## config.mk

```make
export PLATFORM = sky130hd
export DESIGN_NAME = sbdt_store_drain
export DESIGN_NICKNAME = d
export VERILOG_FILES = /design/src/rtl/sbdt_pkg.sv /design/src/rtl/sbdt_tick.sv /design/src/rtl/sbdt_retire.sv /design/src/rtl/sbdt_drain.sv /design/src/rtl/sbdt_store_drain.sv
export SDC_FILE = /design/constraint.sdc
export NUM_CORES = 2
export LEC_CHECK = 0
export BUFFER_PORTS_ARGS = -buffer_cell sky130_fd_sc_hd__buf_2
export CAP_MARGIN = 10
export CORE_ASPECT_RATIO = 1.1
export CORE_MARGIN = 2
export CORE_UTILIZATION = 40
export CTS_CLUSTER_SIZE = 12
export DETAILED_ROUTE_END_ITERATION = 10
export GPL_TIMING_DRIVEN = 0
export SLEW_MARGIN = 20
export SYNTH_ARGS = -nofsm -noshare
export SYNTH_HDL_FRONTEND = slang
export SYNTH_SLANG_ARGS = --single-unit
```

## constraint.sdc

```tcl
create_clock -name clk -period 59.4 [get_ports clk]
set_input_delay 5.94 -clock clk [delete_from_list [all_inputs] [get_ports clk]]
set_output_delay 5.94 -clock clk [all_outputs]
set_load 0.05 [all_outputs]
```

## src/rtl/sbdt_pkg.sv

```systemverilog
// Package for the store buffer drain timing model.
// Holds the access kind encoding and a ring index helper.
// Assumes every ring offset passed in is below twice the capacity.
package sbdt_pkg;

    typedef enum logic [1:0] {
        ACC_IDLE  = 2'd0,
        ACC_STORE = 2'd1,
        ACC_LOAD  = 2'd2
    } acc_kind_t;

    // Add an offset to a ring position and wrap at the capacity.
    function automatic int unsigned ring_add(input int unsigned base,
                                             input int unsigned off,
                                             input int unsigned cap);
        int unsigned s;
        s = base + off;
        if (s >= cap) s = s - cap;
        return s;
    endfunction

endpackage

```

## src/rtl/sbdt_tick.sv

```systemverilog
// Free-running cycle counter used as the time base.
// Assumes wrap-around of TIME_W bits is acceptable, because only differences are used.
module sbdt_tick #(
    parameter int TIME_W = 32
) (
    input  logic              clk,
    input  logic              rst_n,
    output logic [TIME_W-1:0] now
);

    // Count cycles since reset.
    always_ff @(posedge clk) begin
        if (!rst_n) now <= '0;
        else        now <= now + 1'b1;
    end

endmodule

```

## src/rtl/sbdt_retire.sv

```systemverilog
// Retires the buffered stores that finished during the elapsed time.
// Then charges the leftover time against the oldest remaining entry.
// Purely combinational. Assumes CAP >= 2 and TIME_W > ENT_W.
module sbdt_retire
    import sbdt_pkg::*;
#(
    parameter int CAP    = 8,
    parameter int ENT_W  = 12,
    parameter int TIME_W = 32,
    parameter int PTR_W  = 3,
    parameter int CNT_W  = 4
) (
    input  logic [CAP-1:0][ENT_W-1:0] ent_i,
    input  logic [PTR_W-1:0]          tail_i,
    input  logic [CNT_W-1:0]          cnt_i,
    input  logic signed [TIME_W-1:0]  elapsed_i,
    output logic [CAP-1:0][ENT_W-1:0] ent_o,
    output logic [PTR_W-1:0]          tail_o,
    output logic [CNT_W-1:0]          cnt_o
);

    localparam int PAD_W = TIME_W - ENT_W;

    logic signed [TIME_W-1:0] rem;
    logic                     stop;
    int unsigned              nret;
    logic [PTR_W-1:0]         idx;
    logic signed [TIME_W-1:0] cost_s;

    // Walk the entries oldest first and retire each one that fits in the remaining time.
    always_comb begin
        rem    = elapsed_i;
        stop   = 1'b0;
        nret   = 0;
        idx    = '0;
        cost_s = '0;
        for (int i = 0; i < CAP; i++) begin
            idx    = PTR_W'(ring_add(int'(tail_i), i, CAP));
            cost_s = $signed({{PAD_W{1'b0}}, ent_i[idx]});
            if (!stop && (i < int'(cnt_i)) && (rem >= cost_s)) begin
                rem  = rem - cost_s;
                nret = nret + 1;
            end else begin
                stop = 1'b1;
            end
        end
    end

    // Produce the new oldest position and count, and charge the leftover to the oldest entry.
    always_comb begin
        ent_o  = ent_i;
        tail_o = PTR_W'(ring_add(int'(tail_i), nret, CAP));
        cnt_o  = cnt_i - CNT_W'(nret);
        if (cnt_o != '0) ent_o[tail_o] = ent_i[tail_o] - rem[ENT_W-1:0];
    end

endmodule

```

## src/rtl/sbdt_drain.sv

```systemverilog
// Computes the stall of one access from the entries left after retirement.
// A store removes at most the oldest entry when the buffer is at its limit.
// A load drains every entry. Purely combinational. Assumes CAP >= 2.
module sbdt_drain
    import sbdt_pkg::*;
#(
    parameter int CAP     = 8,
    parameter int ENT_W   = 12,
    parameter int PTR_W   = 3,
    parameter int CNT_W   = 4,
    parameter int STALL_W = 16
) (
    input  logic [CAP-1:0][ENT_W-1:0] ent_i,
    input  logic [PTR_W-1:0]          tail_i,
    input  logic [CNT_W-1:0]          cnt_i,
    input  logic [CNT_W-1:0]          lim_i,
    input  acc_kind_t                 kind_i,
    output logic [STALL_W-1:0]        stall_o,
    output logic [PTR_W-1:0]          tail_o,
    output logic [CNT_W-1:0]          cnt_o
);

    logic [CNT_W-1:0]   lim_eff;
    logic [STALL_W-1:0] sum;

    // Clamp the requested length to the range from one to the capacity.
    always_comb begin
        if (lim_i == '0)                    lim_eff = CNT_W'(1);
        else if (int'(lim_i) > CAP)         lim_eff = CNT_W'(CAP);
        else                                lim_eff = lim_i;
    end

    // Sum the remaining cost of every live entry, for a full drain.
    always_comb begin
        sum = '0;
        for (int i = 0; i < CAP; i++) begin
            if (i < int'(cnt_i))
                sum = sum + STALL_W'(ent_i[PTR_W'(ring_add(int'(tail_i), i, CAP))]);
        end
    end

    // Choose the stall and the removal depending on the access kind.
    always_comb begin
        stall_o = '0;
        tail_o  = tail_i;
        cnt_o   = cnt_i;
        unique case (kind_i)
            ACC_LOAD: begin
                stall_o = sum;
                tail_o  = PTR_W'(ring_add(int'(tail_i), int'(cnt_i), CAP));
                cnt_o   = '0;
            end
            ACC_STORE: begin
                if (cnt_i >= lim_eff) begin
                    stall_o = STALL_W'(ent_i[tail_i]);
                    tail_o  = PTR_W'(ring_add(int'(tail_i), 1, CAP));
                    cnt_o   = cnt_i - 1'b1;
                end
            end
            default: ;
        endcase
    end

endmodule

```

## src/rtl/sbdt_store_drain.sv

```systemverilog
// Top of the store buffer drain timing model.
// Keeps a ring of remaining store costs, a previous-access time and two totals.
// Each strobe is resolved in its own cycle and reported one cycle later.
// Assumes at most one access per cycle, with load taking precedence over store.
module sbdt_store_drain
    import sbdt_pkg::*;
#(
    parameter int CAP    = 8,
    parameter int COST_W = 8,
    parameter int TIME_W = 32,
    parameter int ACC_W  = 32,
    localparam int PTR_W   = $clog2(CAP),
    localparam int CNT_W   = $clog2(CAP + 1),
    localparam int ENT_W   = COST_W + CNT_W,
    localparam int STALL_W = ENT_W + CNT_W
) (
    input  logic               clk,
    input  logic               rst_n,
    input  logic               st_req,
    input  logic               ld_req,
    input  logic [COST_W-1:0]  st_cost,
    input  logic [CNT_W-1:0]   lim_cfg,
    output logic               done,
    output logic [STALL_W-1:0] stall_cyc,
    output logic [CNT_W-1:0]   occ,
    output logic [ACC_W-1:0]   wait_total,
    output logic [ACC_W-1:0]   store_total
);

    acc_kind_t                 kind;
    logic                      acc;
    logic [TIME_W-1:0]         now;
    logic [TIME_W-1:0]         prev_q;
    logic [PTR_W-1:0]          head_q, tail_q, tail1, tail2;
    logic [CNT_W-1:0]          cnt_q, cnt1, cnt2;
    logic [CAP-1:0][ENT_W-1:0] ent_q, ent_adj;
    logic signed [TIME_W-1:0]  elapsed;
    logic [STALL_W-1:0]        stall;
    logic                      done_q;
    logic [STALL_W-1:0]        stall_q;
    logic [ACC_W-1:0]          wait_q, stot_q;

    // Decode the access kind; a load wins when both strobes are high.
    always_comb begin
        if (ld_req)      kind = ACC_LOAD;
        else if (st_req) kind = ACC_STORE;
        else             kind = ACC_IDLE;
    end
    assign acc     = st_req | ld_req;
    assign elapsed = $signed(now - prev_q);

    sbdt_tick #(.TIME_W(TIME_W)) tick_i (
        .clk (clk),
        .rst_n (rst_n),
        .now (now)
    );

    sbdt_retire #(
        .CAP(CAP), .ENT_W(ENT_W), .TIME_W(TIME_W), .PTR_W(PTR_W), .CNT_W(CNT_W)
    ) retire_i (
        .ent_i     (ent_q),
        .tail_i    (tail_q),
        .cnt_i     (cnt_q),
        .elapsed_i (elapsed),
        .ent_o     (ent_adj),
        .tail_o    (tail1),
        .cnt_o     (cnt1)
    );

    sbdt_drain #(
        .CAP(CAP), .ENT_W(ENT_W), .PTR_W(PTR_W), .CNT_W(CNT_W), .STALL_W(STALL_W)
    ) drain_i (
        .ent_i   (ent_adj),
        .tail_i  (tail1),
        .cnt_i   (cnt1),
        .lim_i   (lim_cfg),
        .kind_i  (kind),
        .stall_o (stall),
        .tail_o  (tail2),
        .cnt_o   (cnt2)
    );

    // One register per slot: a store writes its cost at the head, any other access keeps the adjusted value.
    for (genvar g = 0; g < CAP; g++) begin : g_slot
        always_ff @(posedge clk) begin
            if (!rst_n)
                ent_q[g] <= '0;
            else if (acc) begin
                if ((kind == ACC_STORE) && (int'(head_q) == g))
                    ent_q[g] <= ENT_W'(st_cost);
                else
                    ent_q[g] <= ent_adj[g];
            end
        end
    end

    // Ring pointers, occupancy and the time reference.
    always_ff @(posedge clk) begin
        if (!rst_n) begin
            head_q <= '0;
            tail_q <= '0;
            cnt_q  <= '0;
            prev_q <= '0;
        end else if (acc) begin
            tail_q <= tail2;
            prev_q <= now + TIME_W'(stall);
            if (kind == ACC_STORE) begin
                head_q <= PTR_W'(ring_add(int'(head_q), 1, CAP));
                cnt_q  <= cnt2 + 1'b1;
            end else begin
                cnt_q  <= cnt2;
            end
        end
    end

    // Result register and running totals.
    always_ff @(posedge clk) begin
        if (!rst_n) begin
            done_q  <= 1'b0;
            stall_q <= '0;
            wait_q  <= '0;
            stot_q  <= '0;
        end else begin
            done_q <= acc;
            if (acc) begin
                stall_q <= stall;
                wait_q  <= wait_q + ACC_W'(stall);
            end
            if (kind == ACC_STORE) stot_q <= stot_q + ACC_W'(st_cost);
        end
    end

    assign done        = done_q;
    assign stall_cyc   = stall_q;
    assign occ         = cnt_q;
    assign wait_total  = wait_q;
    assign store_total = stot_q;

    // a strobe is reported in the next cycle.
    a_r6_done_follows: assert property (@(posedge clk) disable iff (!rst_n)
        acc |=> done_q);
    // no strobe means no report in the next cycle.
    a_r6_done_quiet: assert property (@(posedge clk) disable iff (!rst_n)
        !acc |=> !done_q);
    // a load leaves the buffer empty.
    a_r5_load_empties: assert property (@(posedge clk) disable iff (!rst_n)
        ld_req |=> (cnt_q == '0));
    // the occupancy never goes beyond the capacity.
    a_r4_occ_bounded: assert property (@(posedge clk) disable iff (!rst_n)
        int'(cnt_q) <= CAP);
    // an accepted store always leaves at least one entry.
    a_r4_store_present: assert property (@(posedge clk) disable iff (!rst_n)
        (st_req && !ld_req) |=> (cnt_q != '0));
    // a store that comes with a load adds nothing to the store total.
    a_r9_store_dropped: assert property (@(posedge clk) disable iff (!rst_n)
        (st_req && ld_req) |=> $stable(stot_q));
    // the wait total moves only after an access.
    a_r8_wait_quiet: assert property (@(posedge clk) disable iff (!rst_n)
        !acc |=> $stable(wait_q));

endmodule

```

==> impl_summary.txt <==
----------------------------------------------------
[Outcome]
  Outcome ... finished clean

[STA]
  Setup violation total in the final timing report ... 0
  Worst hold slack ... 0.458 ns
  Final clock period utilization by the worst path ... 93.1%
  Final setup skew ... 0.0349 ns
  Slew @ Worst Pin ... 1.23 ns
  Setup repair after global routing missed its margin ... false
  Max frequency ... 18.1 MHz
  Number of failing hold endpoints at the final stage ... 0
  Total count of max-transition violations in the final report ... 0
  Setup total negative slack ... 0 ns
  Normalized max-slew margin ... 17.2%
  Final critical-path required period ... 55.28 ns

[Final layout]
  Non-Filler Cell Area, Final ... 0.0433 mm2
  Final net count ... 5675
  Layout Utilization ... 43.2%
  Non-filler instance count after layout ... 6668
  Fill cell count ... 10313
  Layout cell share with drive strength beyond 1 ... 11.8%
  Area growth from synthesis to layout ... 7.61%

[Global route]
  Total overflow reported by the global router ... 0
  Maximum number of pins on one net before global-route repair ... 16
  Global-route wire length before repair ... 257 mm
  Via count of the first global-routing pass ... 40500
  Overall fraction of global-route tracks in use ... 32.5%
  Antenna violations before repair ... 4

[Clock network]
  Number of buffers created by CTS ... 27
  Hold_buf cts ... 0
  Clock network latency to the later pin of the worst-skew pair ... 0.58 ns
  Maximum clock path buffer count ... 3
  Post-CTS Resized ... 0
  Clock input transition at the sequential cells of the worst setup and hold paths ... 0.06 ns
  Number of buffers inserted to repair setup after CTS ... 0
  H-Tree Level Count ... 1
  Clk root buf ... sky130_fd_sc_hd__clkbuf_16
  CTS sink count ... 251
  Clock tree from TritonCTS ... yes

[Critical path]
  Worst endpoint data arrival time ... 55.74 ns
  Worst Reg-to-Reg Cells ... 242
  Critical path's largest stage delay ... 0.82 ns
  Cell repeated most along the worst path ... sky130_fd_sc_hd__o21ai_0
  Path type of the worst setup path ... reg -> reg
  Slowest library cell on the worst path ... sky130_fd_sc_hd__fa_2
  Req. time, crit path ... 59.86 ns
  Maximum fanout along the worst path ... 15
  Type of origin of the critical path ... register
  Critical path endpoint category ... register

[Floorplan]
  Number of placement rows ... 122
  Area of the core ... 0.100 mm2
  Die width ... 306 um
  Total I/O pin count ... 101
  Die Y-Extent ... 337 um
  Overall die area ... 0.103 mm2
  Initial cell density of the core ... 40.2%

[Power and ir drop]
  Pwr Density ... 54.4 mW/mm2
  Static power due to leakage ... 0.0167 uW
  Maximum vdd ir drop ... 0.0358 mV

[Logic synthesis]
  Dominant cell type by area after synthesis ... sky130_fd_sc_hd__dfxtp_1
  Syn Inst Count ... 5216
  Async SR Flop Fraction ... 0%
  Combined area of all synthesized cells ... 0.0402 mm2
  Mean Syn Cell Area ... 7.72 um2
  Leading post-synthesis cells by cell area ... sky130_fd_sc_hd__dfxtp_1 (12%), sky130_fd_sc_hd__mux4_2 (10%), sky130_fd_sc_hd__ha_1 (9.2%), sky130_fd_sc_hd__nand2_1 (5.3%), sky130_fd_sc_hd__xnor2_1 (4.7%)
  Syn_nets ... 5550
  Flip-flop cell with the highest count after synthesis ... sky130_fd_sc_hd__dfxtp_1
  Top cells by count, synth ... sky130_fd_sc_hd__nand2_1 (572), sky130_fd_sc_hd__nor2_1 (493), sky130_fd_sc_hd__o21ai_0 (362)
  Number of enable flip-flop cells after synthesis ... 0
  Register bit total from synthesis ... 251
  Most frequent cell after synthesis ... sky130_fd_sc_hd__nand2_1
  Number of synthesis warnings ... 0
  Count of different cell masters after synthesis ... 126
  Sequential-to-total area share from yosys stat ... 12.5%
  Area share of the largest cell type after synthesis ... 12.5%

[Placement]
  Hpwl dp ... 136 mm
  Quantity of I/O buffers inserted on ports ... 100
  # placed instances ... 6620
  Placer Congestion ... 1.07
  Cell Area, Placed ... 0.0424 mm2

[Detailed routing]
  First-iteration detailed-routing DRC count ... 4494
  Remaining antenna violation count ... 0
  Final wirelength ... 174 mm
  Via count normalized by instance count ... 6.50
  Average wire per cell in the routed design ... 26.1 um
  Via count ... 43332
  1st-pass router iterations ... 9
  DRC violations left ... 0

[Hold path]
  Hold crit path type ... reg -> reg
  Worst Hold Path Cells ... 2

[Job]
  MaxCap Viol Count ... 0

----------------------------------------------------
## path summary, 6_finish.rpt
check | startpoint | to | slack [ns]
hold reg to reg | prev_q[5] | prev_q[5] | 0.46
setup / recovery | tail_q[0] | prev_q[31] | 4.12
setup reg to reg | tail_q[0] | prev_q[31] | 4.12
hold / removal | prev_q[5] | prev_q[5] | 0.46
## cells in the final DEF, fill, tap and decap left out, types with 81 or more instances in the layout
cell type / Yosys / final
sky130_fd_sc_hd__o21bai_1: 82 / 82
sky130_fd_sc_hd__a21o_1: 110 / 109
sky130_fd_sc_hd__mux2i_1: 168 / 168
sky130_fd_sc_hd__o21ai_0: 362 / 362
sky130_fd_sc_hd__a21oi_1: 330 / 329
sky130_fd_sc_hd__inv_1: 199 / 198
sky130_fd_sc_hd__ha_1: 295 / 295
sky130_fd_sc_hd__nor2_1: 493 / 491
sky130_fd_sc_hd__nor3_1: 91 / 91
sky130_fd_sc_hd__a22oi_1: 105 / 105
sky130_fd_sc_hd__xor2_1: 136 / 133
sky130_fd_sc_hd__nand4_1: 81 / 81
sky130_fd_sc_hd__dfxtp_1: 251 / 251
sky130_fd_sc_hd__mux4_2: 179 / 179
sky130_fd_sc_hd__buf_2: 32 / 133
sky130_fd_sc_hd__xnor2_1: 214 / 213
sky130_fd_sc_hd__nand3_1: 117 / 117
sky130_fd_sc_hd__nand2_1: 572 / 571
sky130_fd_sc_hd__mux2_2: 110 / 110
sky130_fd_sc_hd__clkbuf_1: 195 / 190
## cell families after synthesis
kind of cell,after synthesis,share of synthesized area [%]
multiplexers,475,17.8
adder cells (fa/ha/maj),322,10.4
AO/OA/AOI/OAI,1545,25.4
AND/OR/NAND/NOR,1782,21.2
XOR/XNOR,353,7.74
buffers and inverters,488,4.84
flip-flops,251,12.5
## sequential cells by signal, indices dropped and copies added (netlist names)
name,count
wait_total,32
stall_cyc,16
ent_q,96
tail_q,3
store_total,32
tick_i.now,32
occ,4
head_q,3
done,1
prev_q,32
## layer usage
| metal | vias to the layer above | part of all wire [%] | GRT usage [%] |
|---|---|---|---|
| li1 | 19710 | - | - |
| met1 | 20442 | 39 | 40.7 |
| met2 | 2520 | 43 | 50.6 |
| met3 | 656 | 11 | 8.27 |
| met4 | 4 | 7.3 | 19.1 |
| met5 | - | 0.072 | 0.372 |
## where the power goes
group / switching, uW / total [uW] / internal [uW]
combinational: 1270 / 1970 / 692
sequential: 43.1 / 227 / 184
clock: 73.1 / 160 / 86.8
## worst max-delay path: cells and delay by family, from the launching register on
| family | cells | cell delay (ns) |
|---|---|---|
| xor gates and xnor gates | 6 | 1.26 |
| muxes | 4 | 1.43 |
| adders and majority gates | 22 | 8.36 |
| and+or+nand+nor | 79 | 14.71 |
| DFF | 1 | 0.38 |
| AOI/OAI and AO/OA | 103 | 21.88 |
| buffers and inverters | 28 | 7.05 |
## per-stage QoR
stage                     power, uW  setup slack, ns
final                          2350             4.12
after global routing           2510           0.0765
after detailed placement       2120             1.98
after CTS                      2290             1.68
after floorplan                1580            14.05
after global placement         2080             1.86
## area by class of cell
cell class                 instances  area, um2  share of cell area [%]
antenna                           11       27.5                  0.0636
buffer                           277       1170                    2.70
clock buffer                      37        743                    1.72
clock inverter                     6       42.5                  0.0982
inverter                         205        781                    1.80
multi-input combinational       4477      33400                    77.1
sequential                       251       5020                    11.6
tap                             1302       1630                    3.76
timing repair buffer             102        523                    1.21
Note: power is estimated with default switching activity, not from simulation.
